File: src/rtl/brf_pkg.sv
package brf_pkg;
  typedef enum logic [1:0] {
    POL_STALL = 2'd0,
    POL_SEQ   = 2'd1,
    POL_SLOT  = 2'd2,
    POL_PRED  = 2'd3
  } policy_e;
endpackage

File: src/rtl/brf_pipe.sv
// Valid/branch tracking for decode and register-read, plus the valid chain
// through the remaining stages up to the last one.
module brf_pipe #(
  parameter int PCW  = 32,
  parameter int NSTG = 8
) (
  input  logic           clk,
  input  logic           rst,
  input  logic           in_vld,
  input  logic           in_br,
  input  logic [PCW-1:0] in_pc,
  input  logic           kill,
  output logic           dec_vld,
  output logic           dec_br,
  output logic           rr_vld,
  output logic           rr_br,
  output logic [PCW-1:0] rr_pc,
  output logic           tail_vld
);
  localparam int NTAIL = NSTG - 3;

  logic           dec_vld_q, dec_br_q, rr_vld_q, rr_br_q;
  logic [PCW-1:0] dec_pc_q, rr_pc_q;
  logic [NTAIL-1:0] tail_q;

  always_ff @(posedge clk) begin
    if (rst) begin
      dec_vld_q <= 1'b0;
      dec_br_q  <= 1'b0;
      dec_pc_q  <= '0;
      rr_vld_q  <= 1'b0;
      rr_br_q   <= 1'b0;
      rr_pc_q   <= '0;
    end else begin
      dec_vld_q <= in_vld & ~kill;
      dec_br_q  <= in_br & in_vld & ~kill;
      dec_pc_q  <= in_pc;
      rr_vld_q  <= dec_vld_q & ~kill;
      rr_br_q   <= dec_br_q & ~kill;
      rr_pc_q   <= dec_pc_q;
    end
  end

  for (genvar g = 0; g < NTAIL; g++) begin : g_tail
    if (g == 0) begin : g_head
      always_ff @(posedge clk) begin
        if (rst) tail_q[g] <= 1'b0;
        else     tail_q[g] <= rr_vld_q;
      end
    end else begin : g_body
      always_ff @(posedge clk) begin
        if (rst) tail_q[g] <= 1'b0;
        else     tail_q[g] <= tail_q[g-1];
      end
    end
  end

  assign dec_vld  = dec_vld_q;
  assign dec_br   = dec_br_q;
  assign rr_vld   = rr_vld_q;
  assign rr_br    = rr_br_q;
  assign rr_pc    = rr_pc_q;
  assign tail_vld = tail_q[NTAIL-1];
endmodule

File: src/rtl/brf_policy.sv
// Per-policy fetch gating, squash decision and next-PC selection.
module brf_policy
  import brf_pkg::*;
#(
  parameter int PCW = 32
) (
  input  policy_e        mode,
  input  logic [PCW-1:0] pc,
  input  logic           if_br,
  input  logic           dec_vld,
  input  logic           dec_br,
  input  logic           rr_vld,
  input  logic           rr_br,
  input  logic [PCW-1:0] rr_pc,
  input  logic           pred_taken,
  input  logic [PCW-1:0] pred_target,
  input  logic           rs_taken,
  input  logic [PCW-1:0] rs_target,
  input  logic           rs_mispred,
  output logic           fetch_en,
  output logic           br_eff,
  output logic           kill,
  output logic [PCW-1:0] pc_nxt
);
  localparam logic [PCW-1:0] STEP  = PCW'(4);
  localparam logic [PCW-1:0] STEP2 = PCW'(8);

  logic br_in_dec, resolve, redirect;
  logic [PCW-1:0] corr_pc, seq_pc;

  assign br_in_dec = dec_vld & dec_br;
  assign resolve   = rr_vld & rr_br;

  always_comb begin
    case (mode)
      POL_STALL: fetch_en = ~br_in_dec & ~resolve;
      POL_SLOT:  fetch_en = ~resolve;
      default:   fetch_en = 1'b1;
    endcase
  end

  // the delay-slot fetch never counts as a branch
  assign br_eff = if_br & fetch_en & ~((mode == POL_SLOT) & br_in_dec);

  always_comb begin
    if (rs_taken)              corr_pc = rs_target;
    else if (mode == POL_SLOT) corr_pc = rr_pc + STEP2;
    else                       corr_pc = rr_pc + STEP;
  end

  assign kill = resolve & (((mode == POL_SEQ) & rs_taken) |
                           ((mode == POL_PRED) & rs_mispred));
  assign redirect = kill | (resolve & ((mode == POL_STALL) | (mode == POL_SLOT)));

  assign seq_pc = ((mode == POL_PRED) & br_eff & pred_taken) ? pred_target : pc + STEP;

  always_comb begin
    if (redirect)      pc_nxt = corr_pc;
    else if (fetch_en) pc_nxt = seq_pc;
    else               pc_nxt = pc;
  end
endmodule

File: src/rtl/brf_counters.sv
module brf_counters #(
  parameter int CW = 32
) (
  input  logic          clk,
  input  logic          rst,
  input  logic          retire,
  output logic [CW-1:0] cycles,
  output logic [CW-1:0] retired
);
  always_ff @(posedge clk) begin
    if (rst) begin
      cycles  <= '0;
      retired <= '0;
    end else begin
      cycles  <= cycles + CW'(1);
      retired <= retired + CW'(retire);
    end
  end
endmodule

File: src/rtl/brf_fetch_ctrl.sv
module brf_fetch_ctrl
  import brf_pkg::*;
#(
  parameter int             PCW       = 32,
  parameter int             CW        = 32,
  parameter int             NSTG      = 8,
  parameter logic [PCW-1:0] RESET_VEC = PCW'(32'h0000_0100)
) (
  input  logic           clk,
  input  logic           rst,
  input  logic [1:0]     mode_i,
  input  logic           if_is_br_i,
  input  logic           pred_taken_i,
  input  logic [PCW-1:0] pred_target_i,
  input  logic           rs_taken_i,
  input  logic [PCW-1:0] rs_target_i,
  input  logic           rs_mispred_i,
  output logic           fetch_en_o,
  output logic [PCW-1:0] fetch_pc_o,
  output logic           squash_o,
  output logic           dec_valid_o,
  output logic           rr_valid_o,
  output logic [CW-1:0]  cycle_cnt_o,
  output logic [CW-1:0]  retire_cnt_o
);
  policy_e        mode_q;
  logic [PCW-1:0] pc_q, pc_nxt, rr_pc;
  logic           fetch_en, br_eff, kill;
  logic           dec_vld, dec_br, rr_vld, rr_br, tail_vld;
  logic           in_flight;

  brf_policy #(.PCW(PCW)) u_pol (
    .mode(mode_q), .pc(pc_q), .if_br(if_is_br_i),
    .dec_vld(dec_vld), .dec_br(dec_br), .rr_vld(rr_vld), .rr_br(rr_br),
    .rr_pc(rr_pc), .pred_taken(pred_taken_i), .pred_target(pred_target_i),
    .rs_taken(rs_taken_i), .rs_target(rs_target_i), .rs_mispred(rs_mispred_i),
    .fetch_en(fetch_en), .br_eff(br_eff), .kill(kill), .pc_nxt(pc_nxt)
  );

  brf_pipe #(.PCW(PCW), .NSTG(NSTG)) u_pipe (
    .clk(clk), .rst(rst), .in_vld(fetch_en), .in_br(br_eff), .in_pc(pc_q),
    .kill(kill), .dec_vld(dec_vld), .dec_br(dec_br), .rr_vld(rr_vld),
    .rr_br(rr_br), .rr_pc(rr_pc), .tail_vld(tail_vld)
  );

  brf_counters #(.CW(CW)) u_cnt (
    .clk(clk), .rst(rst), .retire(tail_vld),
    .cycles(cycle_cnt_o), .retired(retire_cnt_o)
  );

  assign in_flight = br_eff | (dec_vld & dec_br) | (rr_vld & rr_br);

  always_ff @(posedge clk) begin
    if (rst) begin
      pc_q   <= RESET_VEC;
      mode_q <= policy_e'(mode_i);
    end else begin
      pc_q <= pc_nxt;
      if (!in_flight) mode_q <= policy_e'(mode_i);
    end
  end

  assign fetch_en_o  = fetch_en;
  assign fetch_pc_o  = pc_q;
  assign squash_o    = kill;
  assign dec_valid_o = dec_vld;
  assign rr_valid_o  = rr_vld;
endmodule

File: config.mk
export PLATFORM = sky130hd
export DESIGN_NAME = brf_fetch_ctrl
export DESIGN_NICKNAME = d
export VERILOG_FILES = /design/src/rtl/brf_pkg.sv /design/src/rtl/brf_pipe.sv /design/src/rtl/brf_policy.sv /design/src/rtl/brf_counters.sv /design/src/rtl/brf_fetch_ctrl.sv
export SDC_FILE = /design/constraint.sdc
export NUM_CORES = 1
export LEC_CHECK = 0
export ABC_AREA = 0
export BUFFER_PORTS_ARGS = -buffer_cell sky130_fd_sc_hd__buf_2
export CORE_ASPECT_RATIO = 0.8
export CORE_MARGIN = 5
export CORE_UTILIZATION = 40
export DETAILED_ROUTE_END_ITERATION = 10
export PLACE_DENSITY_LB_ADDON = 0.3
export REMOVE_ABC_BUFFERS = 1
export SLEW_MARGIN = 25
export SYNTH_ARGS = -nofsm -noshare
export SYNTH_HDL_FRONTEND = slang
export SYNTH_SLANG_ARGS = --single-unit
export TNS_END_PERCENT = 1
File: constraint.sdc
create_clock -name clk -period 1.95 [get_ports clk]
set_clock_uncertainty 0.1 [all_clocks]
set_input_delay 0.2925 -clock clk [delete_from_list [all_inputs] [get_ports clk]]
set_output_delay 0.2925 -clock clk [all_outputs]
set_load 0.01 [all_outputs]
Word-level counts from Yosys, hierarchy flattened --
Index checks and enable logic that the tools add are counted.
Storage, ports and cells: ROM bits 0, memories kept 0, latch bits 0, input bits 72, output and inout port bits 100, logic and storage cells 60, register bits after elaboration 171, RAM bits 0
Operators by class: mux-type cells 8, equality and inequality tests 4, multipliers 0, shifts and indexed selects 0, divide/modulo/power cells 0, reduce and logical (&&, ||, !) cells 2, magnitude comparators 0, bitwise operators 26, add/subtract/negate cells 5
Operators by type and width (number):
- 2-to-1 mux 32 bit | 5
- adder 32 x 3 -> 32 bit (second input constant) | 2
- adder 32 x 1 -> 32 bit | 1
- adder 32 x 1 -> 32 bit (second input constant) | 1
- adder 32 x 4 -> 32 bit (second input constant) | 1
- bitwise AND 1 bit | 17
- bitwise OR 1 bit | 5
- == test 2 bit (second input constant) | 2
- 2-to-1 mux 2 bit | 2
- NOT 1 bit | 4
- == test 2 x 1 -> 1 bit (second input constant) | 1
- zero test 2 bit | 1
- inequality test 2 bit (second input constant) | 1
- one-hot mux 1 bit (2 select lines) | 1
- nonzero test 2 bit | 1

Depth between registers and ports, before layout --
Gate-level depths: netlist of the first run.
word-level depth 11, depth in mapped cells 9, mapped depth without buffers 8

Hierarchy --
From an unflattened synthesis of the first run, not the netlist that was laid out.
Second synthesis, totals: cells, all modules 971, area, all modules 8348.0 um^2
By module, submodules not included:
- brf_counters | area each 3015.4 um^2, instances 1, cells an instance 353, sequential area each 1281.2 um^2
- brf_policy | area each 2408.6 um^2, instances 1, cells an instance 393, sequential area each 0.0 um^2
- brf_pipe | area each 1986.9 um^2, instances 1, cells an instance 154, sequential area each 1461.4 um^2
- brf_fetch_ctrl | area each 937.1 um^2, instances 1, cells an instance 71, sequential area each 700.7 um^2

Least setup slack after synthesis of the first run --
No wires, ideal clock.
path kind register to register, start point register pc_q[2], in the netlist fetch_pc_o[2], end point register pc_q[28], in the netlist fetch_pc_o[28], data required time 1.718 ns, stages on the path, launching flop included 9, path buffers 1, clock period less this slack 2.117 ns, setup time 0.132 ns, slack -0.167 ns, arrival time 1.885 ns, cells stage by stage dfxtp_1 > ha_1 > and4_1 > and4_1 > clkbuf_1 > nand3_1 > xnor2_1 > a222oi_1 > a21oi_1
Between the ends: longest elaborated chain between the ends 4
RTL lines:
- from (decl) | RTL line brf_fetch_ctrl.sv:27 | logic [PCW-1:0] pc_q, pc_nxt, rr_pc;
- from (signal assigned) | RTL line brf_fetch_ctrl.sv:58 | pc_q <= pc_nxt;
- adder 32 x 3 -> 32 bit | RTL line brf_policy.sv:55 | assign seq_pc = ((mode == POL_PRED) & br_eff & pred_taken) ? pred_target : pc + STEP;
- 2-to-1 mux 32 bit | RTL line brf_policy.sv:55
- 2-to-1 mux 32 bit | RTL line brf_policy.sv:59 | else if (fetch_en) pc_nxt = seq_pc;
- 2-to-1 mux 32 bit | RTL line brf_policy.sv:58 | if (redirect) pc_nxt = corr_pc;
No other way between the ends. The select of a mux whose other input is x is not followed. A chain may end at the register's enable or synchronous reset.

Worst setup path after layout of the first run --
start point register mode_q[0], end point register pc_q[25], in the netlist fetch_pc_o[25]
Between the ends: longest elaborated chain between the ends 9, elaborated cells between the ends (all ways) 24, classes of those cells eq/ne (3); mux (6); bitwise (13); reduce/logical (2)
RTL lines:
- from (decl) | RTL line brf_fetch_ctrl.sv:26 | policy_e mode_q;
- from (signal assigned) | RTL line brf_fetch_ctrl.sv:56 | mode_q <= policy_e'(mode_i);
- from (signal assigned) | RTL line brf_fetch_ctrl.sv:59 | if (!in_flight) mode_q <= policy_e'(mode_i);
- == test 2 bit / zero test 2 bit (equally long branches)
- one-hot mux 1 bit (2 select lines) / bitwise AND 1 bit (equally long branches) | RTL line brf_policy.sv:35, brf_policy.sv:43
- bitwise AND 1 bit / NOT 1 bit (equally long branches) | RTL line brf_policy.sv:43 | assign br_eff = if_br & fetch_en & ~((mode == POL_SLOT) & br_in_dec);
- bitwise AND 1 bit | RTL line brf_policy.sv:43
- bitwise AND 1 bit (2 in a row) | RTL line brf_policy.sv:55
- 2-to-1 mux 32 bit | RTL line brf_policy.sv:55
- 2-to-1 mux 32 bit | RTL line brf_policy.sv:59
- 2-to-1 mux 32 bit | RTL line brf_policy.sv:58
Several ways; a longest one is shown, not always the timed one. The select of a mux whose other input is x is not followed.

==> results of run 1 <==
through the flow:
stage                     hold slack (ns)  setup WS (ns)
after floorplan                     0.259         -0.478
after global placement              0.316         -0.217
after detailed placement            0.321         -0.224
after CTS                         0.00888         -0.171
after global routing               0.0111         -0.270
final                              0.0279         -0.197
power by group:
part           internal (mW)  total (mW)  leakage (nW)  switching [mW]
sequential              3.59        3.65          1.39          0.0621
combinational          0.363       0.765          3.12           0.403
clock                   1.70        3.29         0.280            1.59
total                   5.65        7.71          4.79            2.05
timing repair:
action	CTS	global route
gates cloned	1	0
hold endpoints to repair	2	0
buffers inserted	11	1
hold buffers	2	0
setup endpoints to repair	30	50
gates resized for setup	31	42
pin swaps	9	17
cells in the final DEF, fill, tap and decap left out, types with 4 or more instances in the layout:
master and n:
a211oi_1 10, a21oi_1 24, a311oi_1 4, a31oi_1 9
and2_1 10, and3_1 17, and4_1 17, buf_12 5
buf_2 168, buf_4 139, buf_6 8, clkbuf_16 17
dfxtp_1 168, inv_1 7, inv_6 5, inv_8 4
mux2i_1 5, nand2_1 62, nand2_2 5, nand3_1 42
nand4_1 31, nor2_1 98, nor2b_1 75, nor3_1 14
nor3_2 9, nor4_1 4, o21a_1 4, o21ai_0 30
o21ai_1 6, o221ai_1 4, o22ai_1 15, or3_1 7
xnor2_1 38, xor2_1 62
worst register-to-register path, cell delays in order (launching register included):
cell      delay (ns)
edfxtp_1        0.44
buf_4           0.18
nor2b_4         0.12
o211ai_1        0.11
buf_4           0.16
buf_4           0.15
nor4_4          0.26
buf_4           0.16
xnor2_1         0.15
a21o_1          0.15
a31oi_1         0.06
worst min path at each step:
stage               cells past startpoint             endpoint           startpoint
floorplan                               1      u_cnt.cycles[0]                  rst
global route                            2  u_pipe.dec_pc_q[28]                  rst
finish                                  2  u_pipe.dec_pc_q[28]                  rst
CTS                                     3       fetch_pc_o[27]      rs_target_i[27]
detailed placement                      1      u_pipe.tail_vld     u_pipe.tail_q[3]
global placement                        1     u_pipe.rr_pc[26]  u_pipe.dec_pc_q[26]
layout make-up:
cell class	instances	area, um^2	area share
Clock buffer	17	425	0.0388
Clock inverter	15	144	0.0131
Inverter	10	40.0	0.00365
Multi-Input combinational cell	677	4490	0.409
Sequential cell	171	3440	0.314
Tap cell	264	330	0.0301
Timing Repair Buffer	322	2090	0.191
sequential cells by signal, summed over array words and instances (netlist names):
register,cells
fetch_pc_o,32
u_cnt.cycles,32
u_cnt.retired,32
u_pipe.dec_pc_q,32
u_pipe.rr_pc,32
u_pipe.tail_q,4
mode_q,2
u_pipe.dec_br,1
u_pipe.dec_vld,1
u_pipe.rr_br,1
u_pipe.rr_vld,1
u_pipe.tail_vld,1
cell families (layout without fill, tap and decap cells):
logic type | after synthesis | in the layout | share of synthesized area
fa+ha+maj | 6 | 6 | 0.00951
xor+xnor | 100 | 100 | 0.111
mux | 8 | 8 | 0.0103
compound gates | 140 | 140 | 0.118
buf+inv | 54 | 364 | 0.0277
simple gates | 423 | 423 | 0.287
flops | 171 | 171 | 0.436
routing by layer:
metal	vias up	GRT usage	share of wire
li1	3792	-	-
met1	3672	0.295	0.45
met2	318	0.345	0.45
met3	36	0.0569	0.087
met4	0	0.0600	0.017
met5	-	0	0
==> impl_metrics.json, run 1 <==
{
  "path_max_fanout": 4,
  "rrSetupSlack_ns": -0.20,
  "grt_usage": 0.218,
  "timing.rr.start": "mode_q[0]",
  "worstPathArrival_ns": 2.35,
  "cts_root_buffer": "clkbuf_16",
  "tightest_slew_ns": 0.409,
  "critical-path-top-delay-family": "buffers and inverters",
  "netlist_instances": 902,
  "fp.dieW_um": 167,
  "wl_per_cell_um": 16.9,
  "clock_latency_ns": 0.43,
  "drtIter0Drc": 572,
  "final_area_um2": 11000,
  "critPathCapture": "fetch_pc_o[25]",
  "ys_ff_latch": 171,
  "overflow": 0,
  "cp-start-kind": "register",
  "wl_mm": 24.9,
  "cap_violations": 0,
  "io_pins": 172,
  "required_ns": 2.16,
  "worst_slack_ns": -0.197,
  "htreeDepth": 4,
  "final_hold_viol_count": 0,
  "cts_tree": "yes",
  "slowest_delay_ns": 0.44,
  "vias_per_cell": 5.30,
  "crit_chain": "buf_4, nor2b_4, o211ai_1, buf_4, buf_4, nor4_4, buf_4, xnor2_1, a21o_1, a31oi_1",
  "clockBufferDepth": 2,
  "vias": 7818,
  "path_buf_inv": 4,
  "r2r_cells": 10,
  "slew_viol_final": 0,
  "ir_worst_vdd_uv": 368,
  "gp_congestion": 0.948,
  "relSlewSlack": 0.727,
  "dpl_cell_area_um2": 9980,
  "fin_cells": 1476,
  "cts_buffers": 17,
  "status": "finished with violations",
  "fin_util": 0.559,
  "cp_num_cells": 10,
  "r2r_end": "fetch_pc_o[25]",
  "cp-startpoint": "mode_q[0]",
  "fp-row-count": 46,
  "clock_sinks": 171,
  "hp-class": "in -> reg",
  "leakage_nw": 4.79,
  "cp_common_cell": "buf_4",
  "netlist_area_um2": 7890,
  "drc": 0,
  "grt_max_degree": 92,
  "syn_avg_cell_area_um2": 8.75,
  "core_um2": 19600,
  "finalSetupTns_ns": -2.03,
  "io_buffers": 171,
  "synth-edff-count": 2,
  "synth_top_area_frac": 0.429,
  "yosysUniqueCellTypes": 66,
  "synthArstFlopShare": 0,
  "ant_nets": 0,
  "ys_warn_count": 0,
  "fin_crit_ns": 2.15,
  "diodes": 0,
  "die_area_um2": 22700,
  "period_share": 1.10,
  "finalNetCount": 1277,
  "powerDensity_nw_per_um2": 703,
  "fillers": 1759,
  "ys.flop_type": "dfxtp_1",
  "grt_pass1_vias": 7533,
  "drive_above_1_share": 0.342,
  "dp_hpwl_mm": 18.2,
  "clk_pin_slew_ns": 0.07,
  "start_util": 0.402,
  "area_growth_syn_to_layout_pct": 38.9,
  "setup_viol": 24,
  "synth.largest_area_cell": "dfxtp_1",
  "die_h_um": 136,
  "antenna_found_initial": 0,
  "rsz0062_at_grt": "yes",
  "ys_seq_area_frac": 0.436,
  "grt_pass1_wl_mm": 39.4,
  "synth_most_common_cell": "dfxtp_1",
  "power_mw": 7.71,
  "violations": "setup timing",
  "endpoint_kind": "register",
  "max_freq_mhz": 466,
  "synth.top_cells.by_area": "dfxtp_1 (43%), xor2_1 (6.9%), nor2b_1 (6.0%)",
  "crit_slowest_cell": "edfxtp_1",
  "worstSetupPathType": "reg -> reg",
  "drtPass1Iterations": 5,
  "yosys-top-cells-count": "dfxtp_1 (169), nor2_1 (101), nor2b_1 (76)",
  "place_inst": 1429
}
Power figures use the tool's default switching activity.
==> inputs of run 2 (changes only) <==
Settings changed: CTS_BUF_LIST set to sky130_fd_sc_hd__clkbuf_2, GPL_TIMING_DRIVEN set to 0, SYNTH_HIERARCHICAL set to 1.
==> run 2 against run 1 <==
Compared with the run above:
- the flow still finishes with violations (setup timing)
- hold slack improved by 0.063 ns
- wire length increased by 1.9%
- register-to-register slack got worse by 0.32 ns
- cell area increased by 1.5%
- clock power decreased by 35%
- maximum frequency decreased by 13%
- power decreased by 15%
==> impl_metrics.json, run 2 <==
{
  "wl_per_cell_um": 17.1,
  "synth_xor_area_frac": 0.0567,
  "fin_crit_ns": 2.47,
  "final_cell_mix": "buf_2 (170), dfxtp_1 (111), nor2b_1 (106)",
  "fp.dieW_um": 172,
  "vias_per_cell": 5.39,
  "cp-startpoint": "fetch_pc_o[13]",
  "vias": 8007,
  "netlist_instances": 971,
  "yosys-top-cells-count": "dfxtp_1 (169), nor2b_1 (110), nor2_1 (74)",
  "yosysUniqueCellTypes": 73,
  "crit_chain": "and4_4, nand3_4, or4_4, or4_1, nand3_1, o311a_1, nor2b_1",
  "io_pins": 172,
  "synth-edff-count": 2,
  "cap_violations": 0,
  "die_h_um": 139,
  "hp-class": "in -> reg",
  "start_util": 0.406,
  "endpoint_kind": "register",
  "finalSetupTns_ns": -12.53,
  "cts_tree": "yes",
  "rrSetupSlack_ns": -0.52,
  "synthArstFlopShare": 0,
  "wl_mm": 25.4,
  "power_mw": 6.54,
  "cts_buffers": 17,
  "synth-adder-area-share": 0.00899,
  "io_buffers": 171,
  "required_ns": 2.50,
  "dp_hpwl_mm": 16.0,
  "ant_nets": 0,
  "drive_above_1_share": 0.317,
  "relSlewSlack": 0.485,
  "grt_pass1_vias": 7476,
  "period_share": 1.27,
  "syn_avg_cell_area_um2": 8.60,
  "grt_max_degree": 95,
  "clock_sinks": 171,
  "worstSetupPathType": "reg -> reg",
  "ys_seq_area_frac": 0.412,
  "critical-path-top-delay-family": "simple AND/OR/NAND/NOR gates",
  "synth_most_common_cell": "dfxtp_1",
  "slowest_delay_ns": 0.59,
  "core_um2": 20600,
  "ir_worst_vdd_uv": 375,
  "overflow": 0,
  "die_area_um2": 23900,
  "final_hold_viol_count": 0,
  "fillers": 1929,
  "timing.rr.start": "fetch_pc_o[13]",
  "fin_cells": 1486,
  "clock_latency_ns": 0.72,
  "status": "finished with violations",
  "synth_top_area_frac": 0.405,
  "worstPathArrival_ns": 3.02,
  "worst_hold_slack_ns": 0.0909,
  "netlist_area_um2": 8350,
  "tightest_slew_ns": 0.772,
  "synth_top_family_by_area": "simple AND/OR/NAND/NOR gates",
  "max_freq_mhz": 405,
  "ys.flop_type": "dfxtp_1",
  "clk_pin_slew_ns": 0.27,
  "drtIter0Drc": 581,
  "worstHoldStart": "pred_target_i[18]",
  "path_max_fanout": 10,
  "synth.largest_area_cell": "dfxtp_1",
  "cp-start-kind": "register",
  "rsz0062_at_grt": "yes",
  "setup_viol": 57,
  "gp_congestion": 0.800,
  "grt_usage": 0.206,
  "ys_warn_count": 6,
  "crit_slowest_cell": "or4_4",
  "synth.top_cells.by_area": "dfxtp_1 (41%), nor2b_1 (8.2%), a21oi_1 (3.4%)",
  "drtPass1Iterations": 5,
  "cts_root_buffer": "clkbuf_2",
  "violations": "setup timing",
  "fp-row-count": 47,
  "synth-simple-area-share": 0.304,
  "drc": 0,
  "finalNetCount": 1280,
  "final_common_cell": "buf_2",
  "path_buf_inv": 0,
  "ys_ff_latch": 171,
  "synth_mux_area_frac": 0.0219,
  "leakage_nw": 4.37,
  "slew_viol_final": 0,
  "htreeDepth": 4,
  "area_growth_syn_to_layout_pct": 33.3,
  "worst_slack_ns": -0.518,
  "powerDensity_nw_per_um2": 587,
  "antenna_found_initial": 2,
  "grt_pass1_wl_mm": 39.9,
  "synth-compound-area-share": 0.151,
  "place_inst": 1357,
  "clockBufferDepth": 2
}
-- run 2: layer usage --
layer,global-route usage,part of all wire
met3,0.0476,0.063
met2,0.309,0.45
met5,0,0
met4,0.0434,0.010
met1,0.302,0.48
-- run 2: area by class of cell --
type,count,area [um^2],area share
antenna,2,5.00,0.000450
clock buffer,18,90.1,0.00809
clock inverter,14,193,0.0173
inverter,24,92.6,0.00832
multi-input combinational,717,4970,0.446
sequential,171,3550,0.319
tap,269,337,0.0302
timing repair buffer,271,1890,0.170
-- run 2: timing repair --
| item | in CTS | in global routing |
|---|---|---|
| setup buffers | 22 | 6 |
| setup endpoints to repair | 75 | 89 |
| hold buffers | 66 | 0 |
| gates resized for setup | 96 | 77 |
| cloned | 1 | 0 |
| hold endpoints to repair | 89 | 0 |
| pin swaps | 27 | 23 |
-- run 2: worst register-to-register path: stages (launching register included) --
cell,delay (ns)
dfxtp_1,0.47
and4_4,0.27
nand3_4,0.18
or4_4,0.60
or4_1,0.42
nand3_1,0.10
o311a_1,0.15
nor2b_1,0.11
-- run 2: metrics by stage --
stage | utilization | worst slack, ns | instance area, um^2
after global routing | 0.541 | -0.618 | 11100
after detailed placement | 0.457 | -0.939 | 9400
after CTS | 0.528 | -0.523 | 10900
after global placement | 0.449 | -2.99 | 9250
final | 0.541 | -0.518 | 11100
after floorplan | - | -1.16 | 8060
-- run 2: cell families (layout without fill, tap and decap cells) --
kind of cell / Yosys count / after routing
other: 0 / 2
and+or+nand+nor: 439 / 439
buffers and inverters: 84 / 327
adders and majority gates: 6 / 6
AOI/OAI and AO/OA: 200 / 201
DFF: 171 / 171
xor gates and xnor gates: 54 / 54
muxes: 17 / 17
-- run 2: worst paths after layout --
check	end	cells past startpoint
max	fetch_pc_o[30]	7
min	fetch_pc_o[18]	6
max reg2reg	fetch_pc_o[30]	7
min reg2reg	u_pipe/rr_pc[11]	1
-- run 2: where the power goes --
| group | switching (mW) | total (mW) | internal, mW |
|---|---|---|---|
| sequential | 0.0895 | 3.67 | 3.58 |
| clock | 1.28 | 2.14 | 0.855 |
| combinational | 0.344 | 0.726 | 0.382 |
| total | 1.72 | 6.54 | 4.82 |
==> inputs of run 3 (changes only) <==
Settings changed: ABC_AREA 0 to 1.
==> run 3 against run 2 <==
Compared with the run above:
- the flow still finishes with violations (setup timing)
- global-route usage is 1.8 points higher
- die area up 16%
- hold slack improved by 0.070 ns
- sequential share of layout area is 3.2 points lower
- cell area grew 8.7%
- sequential cell count unchanged
- non-clock buffer count is 6 lower
- synthesized cell count up 62%
- critical path type is now reg -> out
- critical endpoint is now fetch_en_o
==> impl_metrics.json, run 3 <==
{
  "fillers": 2435,
  "rsz0062_at_grt": "yes",
  "tightest_slew_ns": 0.672,
  "cp-start-kind": "register",
  "start_util": 0.404,
  "leakage_nw": 5.21,
  "fin_cells": 2151,
  "ant_nets": 0,
  "setup_viol": 30,
  "dpl_cell_area_um2": 10800,
  "violations": "setup timing",
  "drtPass1Iterations": 7,
  "swShare": 0.278,
  "ys_ff_latch": 171,
  "synth.top_cells.by_area": "dfxtp_1 (35%), nand2_1 (17%), nor2_1 (15%)",
  "htreeDepth": 4,
  "cts_buffers": 17,
  "ys.flop_type": "dfxtp_1",
  "clkPwrFrac": 0.317,
  "cp-startpoint": "mode_q[1]",
  "r2r_cells": 8,
  "max_freq_mhz": 452,
  "die_h_um": 150,
  "synth_most_common_cell": "nand2_1",
  "ys_seq_area_frac": 0.352,
  "final_cell_mix": "nand2_1 (432), nor2_1 (380), inv_1 (190)",
  "worst_slack_ns": -0.265,
  "dp_hpwl_mm": 21.5,
  "ys_warn_count": 6,
  "yosysUniqueCellTypes": 48,
  "powerDensity_nw_per_um2": 557,
  "wl_mm": 31.1,
  "pre_cts_ws_ns": -1.37,
  "rrSetupSlack_ns": -0.22,
  "path_max_fanout": 5,
  "hold_depth": 7,
  "power_mw": 6.74,
  "grt_max_degree": 63,
  "critPathCapture": "fetch_en_o",
  "finalSetupTns_ns": -3.16,
  "synth_top_family_by_area": "simple AND/OR/NAND/NOR gates",
  "cts_root_buffer": "clkbuf_2",
  "finalNetCount": 1897,
  "synth-simple-area-share": 0.433,
  "synth_xor_area_frac": 0.0152,
  "drtIter0Drc": 831,
  "grt_usage": 0.224,
  "netlist_area_um2": 9770,
  "fp-row-count": 51,
  "crit_chain": "inv_2, nand2_2, o21ai_4, inv_6, buf_6",
  "synth-adder-area-share": 0.00768,
  "synth-compound-area-share": 0.0804,
  "final_area_um2": 12100,
  "synth.largest_area_cell": "dfxtp_1",
  "die_area_um2": 27700,
  "r2r_end": "fetch_pc_o[23]",
  "endpoint_kind": "output port",
  "power_switching_mw": 1.88,
  "synth_mux_area_frac": 0,
  "clock_sinks": 171,
  "critical-path-top-delay-family": "flip-flops",
  "worstPathArrival_ns": 1.82,
  "yosys-top-cells-count": "nand2_1 (434), nor2_1 (384), inv_1 (195)",
  "place_inst": 2026,
  "final_common_cell": "nand2_1",
  "core_um2": 24200,
  "cts_tree": "yes",
  "p_int_mw": 4.86,
  "gp_congestion": 0.912,
  "period_share": 1.14,
  "fp.dieW_um": 185,
  "grt_pass1_wl_mm": 49.7,
  "synthArstFlopShare": 0,
  "slowest_delay_ns": 0.54,
  "synth-edff-count": 2,
  "overflow": 0,
  "clock_latency_ns": 0.74,
  "io_pins": 172,
  "drc": 0,
  "share_seq_of_total_power": 0.554,
  "syn_avg_cell_area_um2": 6.20,
  "status": "finished with violations",
  "p_comb_frac": 0.129,
  "relSlewSlack": 0.552,
  "fin_crit_ns": 2.21,
  "hp-class": "in -> reg",
  "slew_viol_final": 0,
  "timing.rr.start": "mode_q[1]",
  "path_buf_inv": 3,
  "area_growth_syn_to_layout_pct": 23.8,
  "crit_slowest_cell": "edfxtp_1",
  "ir_worst_vdd_uv": 357,
  "final_hold_viol_count": 0,
  "drive_above_1_share": 0.177,
  "required_ns": 1.56,
  "vias": 10700,
  "antenna_found_initial": 2,
  "cap_violations": 0,
  "vias_per_cell": 4.96,
  "wl_per_cell_um": 14.5,
  "io_buffers": 171,
  "synth_top_area_frac": 0.346,
  "worst_hold_slack_ns": 0.161,
  "clockBufferDepth": 2,
  "clk_pin_slew_ns": 0.23,
  "grt_pass1_vias": 9693,
  "cp_num_cells": 5,
  "fin_util": 0.500,
  "worstSetupPathType": "reg -> out",
  "netlist_instances": 1576
}
## run 3: cell types whose count changed in the layout (fill, tap and decap cells not counted), moves of 21 or more
cell | previous run | this run
dfxtp_1 | 111 | 143
inv_1 | 22 | 190
nand2_1 | 44 | 432
nand3_1 | 31 | 85
nor2_1 | 73 | 380
nor2b_1 | 106 | 0
xnor2_1 | 26 | 5
## run 3: final cells by class
class | count | area, um^2 | share of cell area
multi-input combinational | 1162 | 5300 | 0.438
sequential | 171 | 3480 | 0.287
timing repair buffer | 265 | 1870 | 0.154
inverter | 201 | 778 | 0.0643
tap | 318 | 398 | 0.0329
clock inverter | 11 | 170 | 0.0141
clock buffer | 21 | 105 | 0.00868
timing repair inverter | 1 | 3.75 | 0.000310
antenna | 1 | 2.50 | 0.000207
## run 3: how the worst min path moves through the flow
stage | slack (ns) | end | start
6_report | 0.16 | fetch_pc_o[5] | rs_taken_i
5_1_grt | 0.07 | mode_q[1] | mode_i[1]
4_1_cts | 0.04 | fetch_pc_o[5] | rs_taken_i
3_5_place_dp | 0.29 | u_pipe/rr_pc[26] | u_pipe/dec_pc_q[26]
3_3_place_gp | 0.29 | u_pipe/rr_pc[13] | u_pipe/dec_pc_q[13]
2_1_floorplan | 0.26 | fetch_pc_o[0] | rst
## run 3: cells by family (layout without fill, tap and decap cells)
logic type / Yosys count / in the layout
other cells: 0 / 1
fa+ha+maj: 6 / 6
flops: 171 / 171
simple gates: 997 / 997
xor+xnor: 17 / 17
buf+inv: 243 / 499
compound gates: 142 / 142
## run 3: worst min-delay path, cell delays in order
cell and delay, ns:
buf_2 0.20, nand2_1 0.09, o21ai_0 0.13, o21ai_1 0.10
inv_1 0.05, inv_1 0.04, nor2_2 0.06
## run 3: what timing repair did
item                                    in CTS  in global routing
hold buffers                                82                  0
resized for setup                           47                 14
setup buffers                                9                  0
cloned                                       1                  0
endpoints found under the setup margin      52                 44
endpoints found under the hold margin       73                  0
pin swaps                                    4                  1
## run 3: power groups by stage
stage / Clock (mW) / Combinational, mW / Sequential [mW]
after global routing: 2.34 / 0.971 / 3.75
after global placement: 0 / 0.657 / 3.79
final: 2.13 / 0.872 / 3.73
after CTS: 2.23 / 0.849 / 3.73
after floorplan: 0 / 0.375 / 3.77
after detailed placement: 0 / 0.677 / 3.79
## run 3: routing by layer
metal	global-route usage	routed length (um)	up-vias
met5	0	13	-
met4	0.0763	816	2
met3	0.0510	2460	63
met2	0.337	13300	409
met1	0.316	14500	4843
li1	-	-	5344
